## config.mk

```make
export PLATFORM = sky130hd
export DESIGN_NAME = selfcorr_ring_counter
export DESIGN_NICKNAME = d
export VERILOG_FILES = /design/src/rtl/selfcorr_ring_pkg.sv /design/src/rtl/ring_mode_ctrl.sv /design/src/rtl/ring_feedback.sv /design/src/rtl/ring_stage.sv /design/src/rtl/selfcorr_ring_counter.sv
export SDC_FILE = /design/constraint.sdc
export NUM_CORES = 1
export LEC_CHECK = 0
export BUFFER_PORTS_ARGS = -buffer_cell sky130_fd_sc_hd__buf_2
export CORE_AREA = 2 2 39 41
export CTS_CLUSTER_SIZE = 40
export DETAILED_ROUTE_END_ITERATION = 7
export DIE_AREA = 0 0 41 43
export MAX_ROUTING_LAYER = met4
export PLACE_DENSITY = 0.44
export SYNTH_ARGS = -nofsm -noshare
export SYNTH_HDL_FRONTEND = slang
export SYNTH_SLANG_ARGS = --single-unit
```

## constraint.sdc

```tcl
create_clock -name clk -period 1.4 [get_ports clk]
set_input_delay 0.21 -clock clk [delete_from_list [all_inputs] [get_ports clk]]
set_output_delay 0.21 -clock clk [all_outputs]
set_load 0.02 [all_outputs]
```

## src/rtl/selfcorr_ring_pkg.sv

```systemverilog
package selfcorr_ring_pkg;

   // Operating mode of every stage for one clock; priority is resolved
   // before this type is formed.
   typedef enum logic [1:0] {
      RING_HOLD  = 2'd0,
      RING_SHIFT = 2'd1,
      RING_LOAD  = 2'd2,
      RING_CLEAR = 2'd3
   } ring_mode_e;

   // Smallest supported register length: the feedback needs at least one
   // stage below the top one.
   localparam int unsigned RING_MIN_WIDTH = 2;

endpackage

```

## src/rtl/ring_mode_ctrl.sv

```systemverilog
module ring_mode_ctrl
   import selfcorr_ring_pkg::*;
(
   input  logic       clr,
   input  logic       load,
   input  logic       en,
   output ring_mode_e mode
);

   // Fixed priority: clear, then load, then shift, else hold.
   always_comb begin
      if (clr)       mode = RING_CLEAR;
      else if (load) mode = RING_LOAD;
      else if (en)   mode = RING_SHIFT;
      else           mode = RING_HOLD;
   end

endmodule

```

## src/rtl/ring_feedback.sv

```systemverilog
module ring_feedback #(
   parameter int unsigned WIDTH    = 4,
   parameter bit          INVERTED = 1'b0
) (
   input  logic [WIDTH-1:0] q,
   output logic             serial_in
);

   localparam int unsigned LOW_BITS = WIDTH - 1;

   logic [LOW_BITS-1:0] low_stages;
   assign low_stages = q[LOW_BITS-1:0];

   generate
      if (INVERTED) begin : g_zero_token
         // Insert a zero only when no zero is left below the top stage.
         assign serial_in = ~(&low_stages);
      end else begin : g_one_token
         // Insert a one only when no one is left below the top stage.
         assign serial_in = ~(|low_stages);
      end
   endgenerate

endmodule

```

## src/rtl/ring_stage.sv

```systemverilog
module ring_stage
   import selfcorr_ring_pkg::*;
#(
   parameter bit CLR_VALUE = 1'b0
) (
   input  logic       clk,
   input  ring_mode_e mode,
   input  logic       shift_in,
   input  logic       load_bit,
   output logic       q
);

   always_ff @(posedge clk) begin
      unique case (mode)
         RING_CLEAR: q <= CLR_VALUE;
         RING_LOAD:  q <= load_bit;
         RING_SHIFT: q <= shift_in;
         default:    q <= q;
      endcase
   end

endmodule

```

## src/rtl/selfcorr_ring_counter.sv

```systemverilog
module selfcorr_ring_counter
   import selfcorr_ring_pkg::*;
#(
   parameter int unsigned WIDTH    = 4,
   parameter bit          INVERTED = 1'b0
) (
   input  logic             clk,
   input  logic             clr,
   input  logic             en,
   input  logic             load,
   input  logic [WIDTH-1:0] load_val,
   output logic [WIDTH-1:0] q
);

   localparam logic [WIDTH-1:0] FIRST_ONE = {{(WIDTH-1){1'b0}}, 1'b1};
   // Normal: all zero, feedback inserts the token. Inverted: first legal state.
   localparam logic [WIDTH-1:0] CLR_PAT   = INVERTED ? ~FIRST_ONE : '0;

   generate
      if (WIDTH < RING_MIN_WIDTH) begin : g_bad_width
         $error("selfcorr_ring_counter: WIDTH must be at least 2");
      end
   endgenerate

   ring_mode_e mode;
   logic       fb_bit;
   logic [WIDTH-1:0] shift_src;

   ring_mode_ctrl u_mode (
      .clr  (clr),
      .load (load),
      .en   (en),
      .mode (mode)
   );

   ring_feedback #(
      .WIDTH    (WIDTH),
      .INVERTED (INVERTED)
   ) u_fb (
      .q         (q),
      .serial_in (fb_bit)
   );

   assign shift_src = {q[WIDTH-2:0], fb_bit};

   generate
      for (genvar i = 0; i < WIDTH; i++) begin : g_stage
         ring_stage #(
            .CLR_VALUE (CLR_PAT[i])
         ) u_stage (
            .clk      (clk),
            .mode     (mode),
            .shift_in (shift_src[i]),
            .load_bit (load_val[i]),
            .q        (q[i])
         );
      end
   endgenerate

endmodule

```

# [After elaboration in Yosys (flattened, before gate mapping)]
# Index checks and enable logic that the tools add are counted.
# Widths: inputs -> output; s select.
[word_totals] ff_bits=4 latchBits=0 mem_bits_rw=0 romBits=0 inputBits=8 output_inout_bits=4 elab_cells=17 mem_count=0
[op_classes] n_addsub=0 multipliers=0 div=0 n_lt_le_gt_ge=0 eq_ne=3 n_shift=0 mux=7 bitwise_logic=1 n_reduce_logical=2
[op_table] cell="$pmux 1 s3" count=4
[op_table] cell="$eq 2x2->1 const B" count=2
[op_table] cell="$mux 2" count=2
[op_table] cell="$reduce_bool 3->1" count=1
[op_table] cell="$reduce_or 3->1" count=1
[op_table] cell="$eq 2x1->1 const B" count=1
[op_table] cell="$mux 1" count=1
[op_table] cell="$not 1->1" count=1

# [Depth between registers and ports, before layout]
[depth] word_depth=5 mapped_depth=5 mapped_depth_nobuf=5

# [Hierarchy]
# Synthesis repeated with hierarchy kept, for this count alone.
[unflattened] cells_unflattened=40 area_unflattened_um2=397.9
[by_module_without_submodules] module="ring_stage" n_inst=4 cells_per_inst=9 area_each_um2=92.6 seq_area_each_um2=30.0
[by_module_without_submodules] module="ring_mode_ctrl" n_inst=1 cells_per_inst=3 area_each_um2=17.5 seq_area_each_um2=0.0
[by_module_without_submodules] module="ring_feedback" n_inst=1 cells_per_inst=1 area_each_um2=10.0 seq_area_each_um2=0.0

# [Worst setup path before layout]
# Ideal clock, no wire load.
[synth_path] path_kind="input-to-reg" from="in clr" to="reg g_stage[0].u_stage.q (data pin)" setup_time_ps=146 arrival_ps=1309 required_time_ps=1254 slack_ps=-55 cell_stages=5 path_buffers=0 path_cell_list="or2_2 inv_1 ha_1 or4b_1 a21oi_1"
[synth_between] elab_chain_len=3 elab_cells_between_ends=5 cone_classes="3 x eq/ne; 2 x mux"
[synth_rtl] item="start, declared" line_no="selfcorr_ring_counter.sv:8" text="input logic clr,"
[synth_rtl] item="$mux 2 (*)" line_no="ring_mode_ctrl.sv:12" text="if (clr) mode = RING_CLEAR;"
[synth_rtl] item="$eq 2x1->1 / $eq 2x2->1 (equally long branches)" line_no="ring_stage.sv:14" text="unique case (mode)"
[synth_rtl] item="$pmux 1 s3 (*)" line_no="ring_stage.sv:14"
[synth_rtl] item="end signal, assigned" line_no="ring_stage.sv:16" text="RING_LOAD: q <= load_bit;"
[synth_rtl] item="end signal, assigned" line_no="ring_stage.sv:17" text="RING_SHIFT: q <= shift_in;"
[synth_rtl] item="end signal, assigned" line_no="ring_stage.sv:18" text="default: q <= q;"
[synth_rtl] item="end, declared" line_no="ring_stage.sv:10" text="output logic q"
# Mark *: on every way between the ends. The rest lies on a longest branch, timed or not.
# A chain may end at the register's enable or synchronous reset.

# [Worst setup path in the final report]
# Same ends and word-level chain as after synthesis.

==> results.cfg <==
[status]
status = completed

[floorplanning]
coreArea_sq_mm = 0.00138
rows = 14
die_w_microns = 41
die-height_microns = 43
initial_core_util = 0.195
die_area_sq_mm = 0.00176
io_pins = 12

[power]
p_leak_nw = 0.191
power_density_mw_per_mm2 = 921
vdd_drop_max_v = 0.000258

[clock_network]
cts_resized = 0
cts-hold-fix-buffers = 0
cts.sinks = 4
htreeDepth = 1
clk_pin_slew_ps = 30
cts_tree = yes
cts_setup_buffers = 0
cts_root_buf = clkbuf_4
clkLatencyLatePin_ps = 220
ctsLongestPathBuffers = 2
numCtsBuffers = 3

[final_layout]
fin_nets = 53
top_register = g_stage.u_stage.q
largest_reg_flops = 4
mostFrequentLayoutCell = buf_2
fin_util = 0.277
syn2layout_area_growth_pct = 41.7
antennaDiodeCount = 0
layout_common_cells = buf_2, edfxtp_1, buf_4
reg_top3 = g_stage.u_stage.q (4)
drive_gt1_frac = 0.525

[synthesis]
synthCells = 26
synth.area.top_cells = edfxtp_1, ha_1, buf_4
syn_area_sq_um = 270
synth_warnings = 0
avgSynthCellArea_sq_um = 10.4
ys_types = 11
synth_area_leader_cell = edfxtp_1
ys_seq_area_frac = 0.444
yosysTopAreaCellShare = 0.444
ys_ff_latch = 4
synth_fp_nets = 37

[timing]
tns_ps = 0
maxSlewHeadroom = 0.855
tightestPinTransition_ps = 217
max_freq_mhz = 799
fin_crit_ps = 1250
min_period_over_period = 0.894
report.final.slew_viol_count = 0
hold_violations = 0
rsz0062_at_grt = false
setup_viol_count_final = 0
skew_ps = 2.20

[global_routing]
grt_pass1_wl_microns = 938
grt_use_total = 0.0806
grtUsageMet1 = 0.0782
grt_max_degree = 5
gr-usage-met3 = 0.0366
grt-ovfl-total = 0
grt_util_met2 = 0.128
antenna_found_initial = 0
first_global_vias = 244
grt-busiest-layer = met2

[place]
port_buffers = 11
gp_congestion = 0.764
dpl.hpwl_microns = 440

[routing]
wire_per_inst_microns = 8.84
wirelength_microns = 495
postRouteAntennaNets = 0
drtIter0Drc = 1
drc = 0
first_pass_iters = 3
routed_via_density = 4.05
vias = 227

[critical_path]
cp-start-kind = input pin
r2r_end = g_stage[0].u_stage.q
reg2reg_from = g_stage[1].u_stage.q
cp_max_fo = 2
required_ps = 1480
critical-path-slowest-cell = or4b_1
crit_family = simple AND/OR/NAND/NOR gates
path_buf_inv = 2
cp-end-kind = flip-flop
cp.arrival_ps = 1330
crit_type = input pin to flip-flop
cp_slowest_stage_delay_ps = 430
r2r_slack_ps = 170
worstPathCellList = buf_2 > or2_4 > inv_2 > ha_4 > or4b_1 > a21oi_1
reg2reg_depth = 2

[run]
maxCapViolCount = 0

[worst_hold_path]
hold_path_class = input pin to flip-flop
min_to = g_stage[1].u_stage.q
worstHoldStart = load_val[1]
hold_path_depth = 3
## worst max-delay path by stage
stage | startpoint | to | slack, ps | depth (start not counted)
after floorplan | clr | g_stage[0].u_stage.q | 70 | 5
after global placement | clr | g_stage[0].u_stage.q | -40 | 6
after detailed placement | clr | g_stage[0].u_stage.q | -90 | 6
after CTS | clr | g_stage[0].u_stage.q | 140 | 6
after global routing | clr | g_stage[0].u_stage.q | 120 | 6
final | clr | g_stage[0].u_stage.q | 150 | 6
## per-stage QoR
stage	area (sq um)	instances	hold WS [ps]	setup slack [ps]	power, W
after detailed placement	360	53	541	-91.0	0.000223
after CTS	383	56	308	142	0.000359
after floorplan	285	26	434	68.2	0.000201
final	383	56	304	148	0.000353
after global routing	383	56	310	120	0.000378
after global placement	360	53	534	-35.6	0.000220
## layout make-up
cell class              instances  area, sq um
clock buffers                   3         22.5
multi-input cells              15          124
fillers                       158         1000
inverters                       3         11.3
well taps                      16         20.0
flip-flops and latches          4          120
repair buffers                 15         85.1
## report_power, final
part / internal (W) / leakage (nW) / switching (W)
clock network: 0.0000952 / 0.0138 / 0.0000372
registers: 0.000143 / 0.0467 / 0.00000580
logic: 0.0000332 / 0.130 / 0.0000380
## synthesized netlist by cell type
cell and number:
inv_1 3, nor2_1 3, a21o_1 1, a21oi_1 2, or4b_1 1, ha_1 3, nand2_1 1, edfxtp_1 4
buf_4 4, or2_2 1, a22oi_1 3
## cells by family (layout without fill, tap and decap cells)
group	Yosys count	after routing	share of synthesized area
compound gates	6	6	0.148
flops	4	4	0.444
simple gates	6	6	0.116
buf+inv	7	21	0.153
fa+ha+maj	3	3	0.139
## worst register-to-register path, cell delays in order (launching register included)
cell and delay [ps]:
edfxtp_1 410, or4b_1 540, a21oi_1 140
## routing by layer
| layer | wire (microns) | part of all wire |
|---|---|---|
| met1 | 198 | 0.40 |
| met2 | 258 | 0.52 |
| met3 | 39 | 0.079 |
| met4 | 0 | 0 |
| met5 | 0 | 0 |
No activity file was read; power rests on OpenSTA's default activity.
